[src/rtl/tmr_pkg.sv]
package tmr_pkg;
  localparam int DATA_W = 32;
  localparam int NBYTE  = DATA_W / 8;

  localparam logic [1:0] ADDR_MODE   = 2'd0;
  localparam logic [1:0] ADDR_SETUP  = 2'd1;
  localparam logic [1:0] ADDR_STATUS = 2'd2;
  localparam logic [1:0] ADDR_LIVE   = 2'd3;

  localparam int MB_IRQ  = 8;
  localparam int MB_CONT = 10;
  localparam int MB_EN   = 12;
  localparam int MB_WD   = 15;
  localparam int KEY_LSB = 24;

  localparam logic [7:0] SERVICE_KEY = 8'hA5;
endpackage

[src/rtl/tmr_prescaler.sv]
module tmr_prescaler #(
  parameter int PRE_W = 16
) (
  input  logic             clk_i,
  input  logic             rst_ni,
  input  logic             clr_i,
  input  logic             run_i,
  input  logic [PRE_W-1:0] div_i,
  output logic             tick_o
);
  logic [PRE_W-1:0] pre_q;
  logic [PRE_W-1:0] last;

  // div 0 wraps to all ones: full 2^PRE_W division
  assign last   = div_i - 1'b1;
  assign tick_o = run_i & ~clr_i & (pre_q == last);

  always_ff @(posedge clk_i or negedge rst_ni) begin
    if (!rst_ni)     pre_q <= '0;
    else if (clr_i)  pre_q <= '0;
    else if (run_i)  pre_q <= tick_o ? '0 : pre_q + 1'b1;
  end
endmodule

[src/rtl/tmr_downcnt.sv]
module tmr_downcnt #(
  parameter int CNT_W = 16
) (
  input  logic             clk_i,
  input  logic             rst_ni,
  input  logic             load_i,
  input  logic             tick_i,
  input  logic             reload_i,
  input  logic [CNT_W-1:0] period_i,
  output logic [CNT_W-1:0] cnt_o,
  output logic             expire_o
);
  logic [CNT_W-1:0] cnt_q;

  assign cnt_o    = cnt_q;
  assign expire_o = tick_i & ~load_i & (cnt_q <= CNT_W'(1));

  always_ff @(posedge clk_i or negedge rst_ni) begin
    if (!rst_ni)       cnt_q <= '0;
    else if (load_i)   cnt_q <= period_i;
    else if (expire_o) cnt_q <= reload_i ? period_i : '0;
    else if (tick_i)   cnt_q <= cnt_q - 1'b1;
  end
endmodule

[src/rtl/tmr_rst_pulse.sv]
module tmr_rst_pulse #(
  parameter int LEN = 16
) (
  input  logic clk_i,
  input  logic rst_ni,
  input  logic trig_i,
  output logic pulse_o
);
  localparam int CW = $clog2(LEN + 1);
  logic [CW-1:0] left_q;

  assign pulse_o = (left_q != '0);

  always_ff @(posedge clk_i or negedge rst_ni) begin
    if (!rst_ni)      left_q <= '0;
    else if (trig_i)  left_q <= CW'(LEN);
    else if (pulse_o) left_q <= left_q - 1'b1;
  end
endmodule

[src/rtl/pwdt_timer.sv]
module pwdt_timer
  import tmr_pkg::*;
#(
  parameter int PRE_W   = 16,
  parameter int CNT_W   = 16,
  parameter int RST_LEN = 16
) (
  input  logic              clk_i,
  input  logic              rst_ni,
  input  logic              req_i,
  input  logic              we_i,
  input  logic [1:0]        addr_i,
  input  logic [NBYTE-1:0]  be_i,
  input  logic [DATA_W-1:0] wdata_i,
  output logic [DATA_W-1:0] rdata_o,
  output logic              irq_o,
  output logic              wdt_rst_o
);
  localparam int PRE_LSB = DATA_W - PRE_W;
  localparam int CTL_BYTE = MB_EN / 8;
  localparam int KEY_BYTE = KEY_LSB / 8;

  logic wd_q, en_q, cont_q, irq_en_q, flag_q;
  logic [DATA_W-1:0] setup_q, be_mask;
  logic wr_en, sel_mode, sel_setup, sel_stat;
  logic mode_b1_wr, svc, arm, start, load, setup_we;
  logic tick, expire, wd_trig;
  logic [CNT_W-1:0] live;
  logic [PRE_W-1:0] prescale;
  logic [CNT_W-1:0] period;
  logic unused_wdata;

  for (genvar b = 0; b < NBYTE; b++) begin : g_mask
    assign be_mask[8*b +: 8] = {8{be_i[b]}};
  end

  assign unused_wdata = ^wdata_i;

  assign wr_en      = req_i & we_i;
  assign sel_mode   = wr_en & (addr_i == ADDR_MODE);
  assign sel_setup  = wr_en & (addr_i == ADDR_SETUP);
  assign sel_stat   = wr_en & (addr_i == ADDR_STATUS);
  assign mode_b1_wr = sel_mode & be_i[CTL_BYTE];
  assign svc        = sel_mode & be_i[KEY_BYTE] & wd_q
                    & (wdata_i[KEY_LSB +: 8] == SERVICE_KEY);
  assign arm        = mode_b1_wr & ~wd_q & wdata_i[MB_WD];
  assign start      = arm | (mode_b1_wr & ~wd_q & wdata_i[MB_EN] & ~en_q);
  assign load       = start | svc;
  assign setup_we   = sel_setup & ~wd_q;

  assign prescale = setup_q[PRE_LSB +: PRE_W];
  assign period   = setup_q[CNT_W-1:0];

  tmr_prescaler #(.PRE_W(PRE_W)) u_pre (
    .clk_i (clk_i), .rst_ni(rst_ni), .clr_i(load),
    .run_i (en_q),  .div_i (prescale), .tick_o(tick)
  );

  tmr_downcnt #(.CNT_W(CNT_W)) u_cnt (
    .clk_i   (clk_i), .rst_ni(rst_ni), .load_i(load), .tick_i(tick),
    .reload_i(cont_q | wd_q), .period_i(period),
    .cnt_o   (live), .expire_o(expire)
  );

  assign wd_trig = expire & wd_q;

  tmr_rst_pulse #(.LEN(RST_LEN)) u_rst (
    .clk_i(clk_i), .rst_ni(rst_ni), .trig_i(wd_trig), .pulse_o(wdt_rst_o)
  );

  always_ff @(posedge clk_i or negedge rst_ni) begin
    if (!rst_ni) begin
      wd_q <= 1'b0; en_q <= 1'b0; cont_q <= 1'b0; irq_en_q <= 1'b0;
    end else if (arm) begin
      wd_q <= 1'b1; en_q <= 1'b1; cont_q <= 1'b0; irq_en_q <= 1'b0;
    end else if (mode_b1_wr && !wd_q) begin
      en_q     <= wdata_i[MB_EN];
      cont_q   <= wdata_i[MB_CONT];
      irq_en_q <= wdata_i[MB_IRQ];
    end else if (expire && !cont_q && !wd_q) begin
      en_q <= 1'b0;
    end
  end

  always_ff @(posedge clk_i or negedge rst_ni) begin
    if (!rst_ni)                              flag_q <= 1'b0;
    else if (expire)                          flag_q <= 1'b1;
    else if (sel_stat && be_i[0] && wdata_i[0]) flag_q <= 1'b0;
  end

  always_ff @(posedge clk_i or negedge rst_ni) begin
    if (!rst_ni)       setup_q <= '0;
    else if (setup_we) setup_q <= (setup_q & ~be_mask) | (wdata_i & be_mask);
  end

  always_comb begin
    rdata_o = '0;
    case (addr_i)
      ADDR_MODE: begin
        rdata_o[MB_WD]   = wd_q;
        rdata_o[MB_EN]   = en_q;
        rdata_o[MB_CONT] = cont_q;
        rdata_o[MB_IRQ]  = irq_en_q;
      end
      ADDR_SETUP:  rdata_o = setup_q;
      ADDR_STATUS: rdata_o[0] = flag_q;
      default:     rdata_o[CNT_W-1:0] = live;
    endcase
  end

  assign irq_o = irq_en_q & flag_q;
endmodule

[config.mk]
export PLATFORM = sky130hd
export DESIGN_NAME = pwdt_timer
export DESIGN_NICKNAME = d
export VERILOG_FILES = /design/src/rtl/tmr_pkg.sv /design/src/rtl/tmr_prescaler.sv /design/src/rtl/tmr_downcnt.sv /design/src/rtl/tmr_rst_pulse.sv /design/src/rtl/pwdt_timer.sv
export SDC_FILE = /design/constraint.sdc
export NUM_CORES = 1
export LEC_CHECK = 0
export ABC_CLOCK_PERIOD_IN_PS = 8700
export BUFFER_PORTS_ARGS = -buffer_cell sky130_fd_sc_hd__buf_2
export CAP_MARGIN = 20
export CORE_ASPECT_RATIO = 0.8
export CORE_MARGIN = 10
export CORE_UTILIZATION = 64
export CTS_BUF_LIST = sky130_fd_sc_hd__clkbuf_2
export DETAILED_ROUTE_END_ITERATION = 6
export MAX_ROUTING_LAYER = met4
export PLACE_DENSITY_LB_ADDON = 0.25
export RECOVER_POWER = 100
export SLEW_MARGIN = 10
export SYNTH_ARGS = -nofsm -noshare
export SYNTH_HDL_FRONTEND = slang
export SYNTH_SLANG_ARGS = --single-unit
[constraint.sdc]
create_clock -name clk_i -period 8.7 [get_ports clk_i]
set_input_delay 1.74 -clock clk_i [delete_from_list [all_inputs] [get_ports clk_i]]
set_output_delay 1.74 -clock clk_i [all_outputs]
set_load 0.05 [all_outputs]
Yosys cells after proc, flatten, opt, wreduce, memory -nomap -nowiden
Cells that the tools add are included.
Widths: inputs -> output; s select.
- register bits: 74
- input bits: 42
- output and inout bits: 34
- word-level logic and storage cells: 91
- add/subtract/negate cells: 4
- order comparisons: 1
- eq/ne operators: 4
- multiplexer cells: 28
- bitwise logic cells: 29
- reduce and logical (&&, ||, !) cells: 16
- operators by type and width (kind ; count):
    $mux 16 ; 8
    $and 32x32->32 ; 2
    $not 32->32 ; 1
    $or 32x32->32 ; 1
    $sub 16x1->16 const B ; 2
    $and 1x1->1 ; 19
    $add 16x1->16 const B ; 1
    $eq 16x16->1 ; 1
    $le 16x1->1 const B ; 1
    $pmux 1 s3 ; 5
    $pmux 7 s2 ; 1
    $mux 5 ; 2
    $mux 1 ; 9
    $eq 8x8->1 const B ; 1
    $reduce_bool 2->1 ; 4
    $reduce_bool 3->1 ; 2
    $logic_and 1x1->1 ; 5
    $reduce_bool 5->1 ; 1
    $sub 5x1->5 const B ; 1
    $pmux 1 s2 ; 2
    $pmux 2 s2 ; 1
    $not 1->1 ; 3
    $or 1x1->1 ; 3
    $eq 2x1->1 const B ; 1
    other kinds (4) ; 5

Depth between registers and ports, before layout
Gate-level depths: netlist of run 1.
- depth after elaboration: 18
- gate-level depth with buffers: 13
- mapped depth without buffers: 10

Hierarchy
A second synthesis of run 1 with hierarchy kept.
- cell total of the unflattened synthesis: 483
- area total of the unflattened synthesis: 4973.5 um2
- modules (own cells, without submodules) (module ; instances ; cells an instance ; area each (um2) ; seq. area each (um2)):
    pwdt_timer ; 1 ; 159 ; 2119.5 ; 925.9
    tmr_prescaler ; 1 ; 190 ; 1552.7 ; 400.4
    tmr_downcnt ; 1 ; 109 ; 1039.7 ; 400.4
    tmr_rst_pulse ; 1 ; 25 ; 261.5 ; 125.1

Worst setup path after synthesis of run 1
OpenSTA, ideal clock, no wires.
- kind: input port to output port
- from: input port addr_i[0]
- to: output port rdata_o[12]
- arrival: 3.240 ns
- required time: 6.960 ns
- setup slack: 3.720 ns
- stages: 3
- path buffers: 1
- cells stage by stage: buf_1 mux2i_1 o21ai_0
- longest elaborated chain between the ends: 2
- elaborated cells between the ends (all ways): 4
- classes of those cells: eq/ne (2); mux (1); reduce/logical (1)
- ends and longest elaborated chain (element ; line ; text):
    from (decl) ; pwdt_timer.sv:12 ; input logic [1:0] addr_i,
    $eq 2x2->1, or another cell as far along ; pwdt_timer.sv:98 ; case (addr_i)
    $pmux 1 s3 (*) ; pwdt_timer.sv:98 ;
    to (decl) ; pwdt_timer.sv:15 ; output logic [DATA_W-1:0] rdata_o,
Mark *: on every way between the ends. The rest lies on a longest branch, timed or not.

Worst setup path after layout of run 1
- from: input port addr_i[1]
- to: output port rdata_o[16]
- longest elaborated chain between the ends: 2
- ends and longest elaborated chain (element ; line):
    $eq 2x1->1 ; pwdt_timer.sv:98
    $mux 16 ; pwdt_timer.sv:98
Every way passes these cells.

==> impl_metrics.tcl, run 1 <==
set metrics [dict create \
    leakage_nw 2.31 \
    cts_buffers 9 \
    syn_area_mm2 0.00487 \
    grt_max_degree 75 \
    synth-seq-cells 74 \
    synthArstFlopShare 1.00 \
    crit_top_cell "clkbuf_1" \
    totalWireLength_um 12900 \
    dp_cells 679 \
    drive_gt1_frac 0.184 \
    synth_edf_count 0 \
    synthesis.nets 582 \
    fin_ws_ps 2980 \
    final_common_cell "dfrtp_1" \
    path_cells "clkbuf_1 -> nor2b_1 -> clkbuf_1 -> and2_1 -> clkbuf_1" \
    n_antenna_cell 0 \
    crit_type "in2out" \
    relSlewSlack -1.67 \
    critPathCaptureType "primary output" \
    vias 4345 \
    layout.nets 634 \
    coreArea_mm2 0.00739 \
    final.setup.tns_ps 0 \
    skew_ps 23.3 \
    rows 28 \
    port_buffers 75 \
    start_util 0.659 \
    fp.dieW_um 118 \
    final_cells 696 \
    worst_pin_slew_ps 4010 \
    htree_levels 3 \
    grt_usage 0.226 \
    antenna_found_initial 0 \
    hold_buffers 0 \
    worst-path-max-fanout 23 \
    hold_ws_ps 536 \
    crit_start "addr_i[1]" \
    clock.fmax_mhz 175 \
    dieArea_mm2 0.0115 \
    clk_path_buf_depth 2 \
    syn_avg_cell_area_um2 9.12 \
    ant_nets 0 \
    slowest_delay_ps 640 \
    cp-start-kind "primary input" \
    yosysWarnings 0 \
    drv_slew 75 \
    power_density_mw_per_mm2 259 \
    dr.first_iter.drc_count 357 \
    area_growth_pct 9.73 \
    insertion_delay_ps 540 \
    synth_cell_type_count 62 \
    crit_buf_inv 3 \
    gp_congestion 0.932 \
    status "finished with violations" \
    wl_per_cell_um 18.5 \
    cts_resized 0 \
    yosysSeqAreaShare 0.380 \
    irDropWorstVdd_uv 150 \
    synth_cells 534 \
    cts_setup_buffers 0 \
    violations "capacitance limit, slew limit" \
    fp.dieH_um 98.0 \
    drtPass1Iterations 5 \
    grt_pass1_wl_um 21300 \
    required_ps 6960 \
    final_hold_viol_count 0 \
    gr-total-overflow 0 \
    io_pins 76 \
    crit_arrival_ps 3980 \
    clkSinkCount 74 \
    max-cap-violations 1 \
    cpMaxStageDelayCell "nor2b_1" \
    post-route-drc-count 0 \
    vias_per_cell 6.24 \
    crit_family "buffers and inverters" \
    rsz0062_at_grt "no" \
    hpwl_um 9290 \
    finish.utilization 0.723 \
    finalSetupViolCount 0 \
    clk_pin_slew_ps 220 \
    pre_cts_slack_ps 3390 \
    final_cell_mix "dfrtp_1, buf_2, nand2_1" \
    root_buffer "clkbuf_2" \
    post-route-period-util 0.657 \
    synth_ff_type "dfrtp_1" \
    grt_pass1_vias 4227 \
    cts_tree "yes" \
    fin_crit_ps 5720 \
    hp-class "reg2reg" \
]
## where the power goes
| part | switching, mW | internal [mW] |
|---|---|---|
| registers | 0.140 | 0.434 |
| clock network | 0.133 | 0.126 |
| logic | 0.328 | 0.223 |
| total | 0.601 | 0.782 |
## cells in the mapped netlist, types with 4 or more instances
cell type | n | area [um2]
o21ai_0 | 30 | 150
nor2_1 | 29 | 109
nor2b_1 | 16 | 100
ha_1 | 6 | 75.1
nand3b_1 | 7 | 52.6
nand3_1 | 21 | 105
xnor2_1 | 20 | 175
o31ai_1 | 5 | 37.5
a31oi_1 | 5 | 31.3
mux2_2 | 30 | 338
mux2i_1 | 16 | 160
nor4_1 | 9 | 56.3
nand2b_1 | 11 | 68.8
and2_1 | 25 | 156
nor3b_1 | 4 | 30.0
a22oi_1 | 5 | 37.5
nand2_1 | 45 | 169
inv_1 | 14 | 52.6
a21oi_1 | 20 | 100
and3_1 | 4 | 25.0
or4_1 | 7 | 52.6
nor3_1 | 10 | 50.1
or2_2 | 5 | 31.3
xor2_1 | 18 | 158
clkbuf_1 | 28 | 105
dfrtp_1 | 74 | 1850
or3_1 | 4 | 25.0
## layout make-up
class                           count  area, um2
Multi-Input combinational cell    408       2780
Fill cell                         584       2050
Sequential cell                    74       1850
Timing Repair Buffer               79        365
Tap cell                          105        131
Clock inverter                      6        115
Inverter                           14       52.6
Clock buffer                       10       50.0
## stage by stage
stage          cell area [um2]  total power [mW]
6_report                  5350              1.38
5_1_grt                   5350              1.48
4_1_cts                   5400              1.39
3_5_place_dp              5240              1.13
3_3_place_gp              5240              1.10
2_1_floorplan             4870             0.988
## cell families after synthesis
kind of cell / after synthesis / share of synthesized area
fa+ha+maj: 6 / 0.0154
buf+inv: 52 / 0.0462
simple gates: 214 / 0.245
xor+xnor: 38 / 0.0683
mux: 46 / 0.102
flops: 74 / 0.380
compound gates: 104 / 0.143
## worst register-to-register path, delay by kind of cell, from the launching register on
kind / cells / cell delay (ps)
AND/OR/NAND/NOR: 5 / 2770
flip-flops: 1 / 510
multiplexers: 1 / 410
AO/OA/AOI/OAI: 2 / 260
adder cells (fa/ha/maj): 1 / 230
buffers and inverters: 1 / 100
## path summary, 6_finish.rpt
check                                        endpoint  slack [ps]  cells past startpoint
min in group asynchronous  u_pre.pre_q[3]$_DFFE_PN0P_        2670                      2
max in group asynchronous  asynchronous set/reset pin        3820                      2
setup reg to reg           u_cnt.cnt_o[1]$_DFFE_PN0P_        4330                     10
hold / removal             u_cnt.cnt_o[7]$_DFFE_PN0P_         540                      1
hold reg to reg            u_cnt.cnt_o[7]$_DFFE_PN0P_         540                      1
setup / recovery                          rdata_o[16]        2980                      5
## routing by layer
layer | share of wire | up-vias | global-route usage
li1 | - | 2017 | -
met4 | 0.013 | 0 | 0.0598
met3 | 0.071 | 20 | 0.0512
met5 | 0 | - | -
met2 | 0.45 | 197 | 0.328
met1 | 0.47 | 2111 | 0.310
Note: power is estimated with default switching activity, not from simulation.
==> inputs of run 2 (changes only) <==
--- a/config.mk
+++ b/config.mk
@@ -5,12 +5,12 @@
 export SDC_FILE = /design/constraint.sdc
 export NUM_CORES = 1
 export LEC_CHECK = 0
-export ABC_CLOCK_PERIOD_IN_PS = 8700
+export ABC_CLOCK_PERIOD_IN_PS = 5500
 export BUFFER_PORTS_ARGS = -buffer_cell sky130_fd_sc_hd__buf_2
 export CAP_MARGIN = 20
 export CORE_ASPECT_RATIO = 0.8
 export CORE_MARGIN = 10
-export CORE_UTILIZATION = 64
+export CORE_UTILIZATION = 59
 export CTS_BUF_LIST = sky130_fd_sc_hd__clkbuf_2
 export DETAILED_ROUTE_END_ITERATION = 6
 export MAX_ROUTING_LAYER = met4
==> constraint.sdc (replaced) <==
create_clock -name clk_i -period 5.5 [get_ports clk_i]
set_input_delay 1.1 -clock clk_i [delete_from_list [all_inputs] [get_ports clk_i]]
set_output_delay 1.1 -clock clk_i [all_outputs]
set_load 0.05 [all_outputs]
==> run 2 against run 1 <==
Net effect: the run still ends with capacitance limit, slew limit left; combinational power increased by 59%; critical endpoint is now u_cnt.cnt_o[1]$_DFFE_PN0P_; sequential share of layout area increased by 0.39 points; design area decreased by 1.1%; total power increased by 50%.
==> impl_metrics.tcl, run 2 (synthesis gave the netlist of run 1 again) <==
set metrics [dict create \
    vias 4348 \
    cts_tree "yes" \
    layout.nets 634 \
    cts_buffers 9 \
    relSlewSlack -0.435 \
    coreArea_mm2 0.00798 \
    power_mw 2.08 \
    power_density_mw_per_mm2 393 \
    clkSinkCount 74 \
    final_hold_viol_count 0 \
    drv_slew 77 \
    path_cells "clkbuf_1 -> nor3_1 -> a21boi_0 -> clkbuf_1 -> nand2b_1 -> nor4_2 -> nand4_2 -> nand2b_1 -> mux2_2" \
    crit_type "in2reg" \
    fp.dieH_um 101 \
    critPathCaptureType "register" \
    skew_ps 40.7 \
    grt_pass1_wl_um 21300 \
    dieArea_mm2 0.0123 \
    hold_buffers 0 \
    required_ps 5980 \
    hpwl_um 9610 \
    totalWireLength_um 13000 \
    io_pins 76 \
    grt_max_degree 42 \
    clock.fmax_mhz 220 \
    violations "capacitance limit, slew limit" \
    final_cell_mix "dfrtp_1, buf_2, nand2_1" \
    n_antenna_cell 0 \
    timing.rr.end "u_cnt.cnt_o[1]$_DFFE_PN0P_" \
    ant_nets 0 \
    gp_congestion 0.999 \
    drtPass1Iterations 6 \
    r2r_cells 10 \
    crit_start "addr_i[1]" \
    hp-class "reg2reg" \
    post-route-period-util 0.826 \
    clk_path_buf_depth 2 \
    wl_per_cell_um 18.6 \
    slowest_delay_ps 910 \
    rows 29 \
    grt_pass1_vias 4324 \
    port_buffers 75 \
    place_area_mm2 0.00524 \
    fp.dieW_um 122 \
    irDropWorstVdd_uv 292 \
    start_util 0.610 \
    area_growth_pct 8.50 \
    worst_pin_slew_ps 2150 \
    rsz0062_at_grt "no" \
    dr.first_iter.drc_count 419 \
    leakage_nw 2.28 \
    htree_levels 3 \
    final.setup.tns_ps 0 \
    antenna_found_initial 0 \
    worst-path-max-fanout 29 \
    vias_per_cell 6.23 \
    cts_setup_buffers 0 \
    cpMaxStageDelayCell "clkbuf_1" \
    final_area_mm2 0.00529 \
    fin_crit_ps 4540 \
    grt_usage 0.219 \
    gr-total-overflow 0 \
    drive_gt1_frac 0.176 \
    status "finished with violations" \
    rrSetupSlack_ps 1460 \
    cts_resized 0 \
    finalSetupViolCount 0 \
    insertion_delay_ps 560 \
    fill_cells 670 \
    cp-start-kind "primary input" \
    final_common_cell "dfrtp_1" \
    max-cap-violations 2 \
    clk_pin_slew_ps 210 \
    crit_end "u_cnt.cnt_o[1]$_DFFE_PN0P_" \
    post-route-drc-count 0 \
    crit_arrival_ps 5030 \
    root_buffer "clkbuf_2" \
]
-- run 2: layer usage --
layer / track usage / wire [um]
met5: - / 0
met2: 0.315 / 5690
met4: 0.0723 / 291
met1: 0.286 / 5760
met3: 0.0695 / 1270
-- run 2: how the worst min path moves through the flow --
stage	from	end	slack, ps	depth (start not counted)
CTS	cont_q$_DFFE_PN0P_	cont_q$_DFFE_PN0P_	550	2
finish	cont_q$_DFFE_PN0P_	cont_q$_DFFE_PN0P_	540	2
floorplan	irq_en_q$_DFFE_PN0P_	irq_en_q$_DFFE_PN0P_	460	2
detailed placement	cont_q$_DFFE_PN0P_	cont_q$_DFFE_PN0P_	510	2
global route	cont_q$_DFFE_PN0P_	cont_q$_DFFE_PN0P_	560	2
global placement	cont_q$_DFFE_PN0P_	cont_q$_DFFE_PN0P_	480	2
-- run 2: power breakdown --
| group | internal, mW | switching (mW) | total (mW) |
|---|---|---|---|
| clock network | 0.104 | 0.190 | 0.294 |
| logic | 0.351 | 0.527 | 0.878 |
| registers | 0.686 | 0.218 | 0.903 |
| total | 1.14 | 0.935 | 2.08 |
-- run 2: per-stage QoR --
| stage | hold WS [ps] | instances | util | setup WS (ps) |
|---|---|---|---|---|
| floorplan | 463 | 534 | - | 1800 |
| global placement | 484 | 683 | 0.656 | 1500 |
| detailed placement | 508 | 683 | 0.656 | 1410 |
| CTS | 546 | 698 | 0.669 | 1490 |
| global route | 562 | 698 | 0.662 | 718 |
| finish | 543 | 698 | 0.662 | 958 |
-- run 2: cell type report --
class | count | area (um2) | area share
Tap cell | 108 | 135 | 0.0256
Timing Repair Buffer | 79 | 360 | 0.0682
Multi-Input combinational cell | 408 | 2790 | 0.527
Sequential cell | 74 | 1850 | 0.350
Clock buffer | 11 | 55.1 | 0.0104
Inverter | 14 | 52.6 | 0.00994
Clock inverter | 4 | 43.8 | 0.00828
-- run 2: worst max-delay path, delay by kind of cell --
kind / cells / cell delay (ps)
simple gates: 5 / 1870
compound gates: 1 / 200
mux: 1 / 400
buf+inv: 2 / 1440
==> inputs of run 3 (changes only) <==
--- a/config.mk
+++ b/config.mk
@@ -5,7 +5,7 @@
 export SDC_FILE = /design/constraint.sdc
 export NUM_CORES = 1
 export LEC_CHECK = 0
-export ABC_CLOCK_PERIOD_IN_PS = 5500
+export ABC_CLOCK_PERIOD_IN_PS = 4600
 export BUFFER_PORTS_ARGS = -buffer_cell sky130_fd_sc_hd__buf_2
 export CAP_MARGIN = 20
 export CORE_ASPECT_RATIO = 0.8
==> constraint.sdc (replaced) <==
create_clock -name clk_i -period 4.6 [get_ports clk_i]
set_input_delay 0.92 -clock clk_i [delete_from_list [all_inputs] [get_ports clk_i]]
set_output_delay 0.92 -clock clk_i [all_outputs]
set_load 0.05 [all_outputs]
==> run 3 against run 2 <==
Net effect: the flow still finishes with violations (capacitance limit, slew limit); design area barely moved; cell count grew 0.43%; wire length increased by 0.49%; first-iteration DRC count down 22%.
==> impl_metrics.tcl, run 3 (synthesis gave the netlist of run 1 again) <==
set metrics [dict create \
    cts_tree "yes" \
    max-cap-violations 1 \
    worst_pin_slew_ps 1600 \
    violations "capacitance limit, slew limit" \
    area_growth_pct 8.40 \
    power_density_mw_per_mm2 461 \
    grt_max_degree 47 \
    drive_gt1_frac 0.179 \
    final_cell_mix "dfrtp_1, buf_2, nand2_1" \
    post-route-period-util 0.873 \
    antenna_found_initial 0 \
    grt_pass1_wl_um 21400 \
    io_pins 76 \
    hold_buffers 0 \
    power.switching_mw 1.13 \
    cts_buffers 9 \
    p_int_mw 1.31 \
    drtPass1Iterations 7 \
    relSlewSlack -0.0657 \
    p_comb_frac 0.432 \
    insertion_delay_ps 530 \
    cp-start-kind "primary input" \
    critPathCaptureType "primary output" \
    wl_per_cell_um 18.6 \
    final.setup.tns_ps 0 \
    cts_setup_buffers 0 \
    skew_ps 18.6 \
    cts_resized 0 \
    status "finished with violations" \
    timing.rr.end "u_cnt.cnt_o[14]$_DFFE_PN0P_" \
    grt_usage 0.220 \
    fp.dieH_um 101 \
    grt_pass1_vias 4260 \
    finish.utilization 0.662 \
    irDropWorstVdd_uv 277 \
    post-route-drc-count 0 \
    start_util 0.610 \
    port_buffers 75 \
    clk_path_buf_depth 2 \
    clkPwrFrac 0.126 \
    leakage_nw 2.29 \
    htree_levels 3 \
    clkSinkCount 74 \
    hp-class "reg2reg" \
    p_seq_frac 0.442 \
    vias_per_cell 6.09 \
    fp.dieW_um 122 \
    fin_crit_ps 4020 \
    hpwl_um 9660 \
    required_ps 3680 \
    coreArea_mm2 0.00798 \
    p_sw_frac 0.462 \
    drv_slew 30 \
    final_hold_viol_count 0 \
    vias 4271 \
    crit_end "rdata_o[0]" \
    rows 29 \
    finalSetupViolCount 0 \
    rsz0062_at_grt "no" \
    dr.first_iter.drc_count 328 \
    crit_arrival_ps 3100 \
    rrSetupSlack_ps 630 \
    layout.nets 636 \
    totalWireLength_um 13100 \
    clk_pin_slew_ps 210 \
    ant_nets 0 \
    dieArea_mm2 0.0123 \
    final_common_cell "dfrtp_1" \
    clock.fmax_mhz 249 \
    r2r_cells 8 \
    gr-total-overflow 0 \
    n_antenna_cell 0 \
    crit_start "addr_i[1]" \
    gp_congestion 0.923 \
    crit_type "in2out" \
    root_buffer "clkbuf_2" \
    worst-path-max-fanout 23 \
]
[run 3: changes by cell type in the layout (fill, tap and decap cells not counted), sizes merged]
cell      before  now
clkinvlp       0    1
bufinv         1    0
buf           49   53
inv           14   15
clkinv         3    4
clkbuf        41   38
[run 3: final cells by class]
class                   count  area, um2
fillers                   706       2700
flip-flops and latches     74       1850
multi-input cells         408       2780
inverters                  14       52.6
repair buffers             81        378
clock inverters             6       32.5
well taps                 108        135
clock buffers              10       50.0
[run 3: power by group through the flow]
stage / registers [mW] / logic [mW] / clock network, mW
after global routing: 1.11 / 1.16 / 0.337
after CTS: 1.07 / 1.05 / 0.311
after global placement: 1.07 / 1.01 / 0
after floorplan: 0.959 / 0.909 / 0
final: 1.08 / 1.05 / 0.307
after detailed placement: 1.09 / 1.05 / 0
[run 3: through the flow]
| step | setup WS, ps | hold slack, ps | total power, mW | area, um2 | instances |
|---|---|---|---|---|---|
| 2_1_floorplan | 1260 | 463 | 1.87 | 4870 | 534 |
| 3_3_place_gp | 1170 | 475 | 2.08 | 5250 | 684 |
| 3_5_place_dp | 1060 | 484 | 2.13 | 5250 | 684 |
| 4_1_cts | 1020 | 528 | 2.44 | 5330 | 700 |
| 5_1_grt | 392 | 564 | 2.60 | 5280 | 701 |
| 6_report | 584 | 525 | 2.44 | 5280 | 701 |
[run 3: how the worst min path moves through the flow]
stage	cells after the start	slack, ps	startpoint	end
floorplan	2	460	irq_en_q$_DFFE_PN0P_	irq_en_q$_DFFE_PN0P_
global placement	2	470	cont_q$_DFFE_PN0P_	cont_q$_DFFE_PN0P_
detailed placement	2	480	cont_q$_DFFE_PN0P_	cont_q$_DFFE_PN0P_
CTS	2	530	cont_q$_DFFE_PN0P_	cont_q$_DFFE_PN0P_
global route	2	560	wdata_i[5]	register
finish	2	520	cont_q$_DFFE_PN0P_	cont_q$_DFFE_PN0P_
[run 3: layer usage]
layer	part of all wire	global-route usage	routed length, um
met2	0.45	0.322	5920
met4	0.016	0.0686	208
met5	0	-	0
met3	0.066	0.0550	861
met1	0.47	0.293	6080
[run 3: worst max-delay path: stages]
cell	delay, ps
clkbuf_1	510
nor2b_1	310
clkbuf_1	610
a22o_1	250
clkbuf_1	480
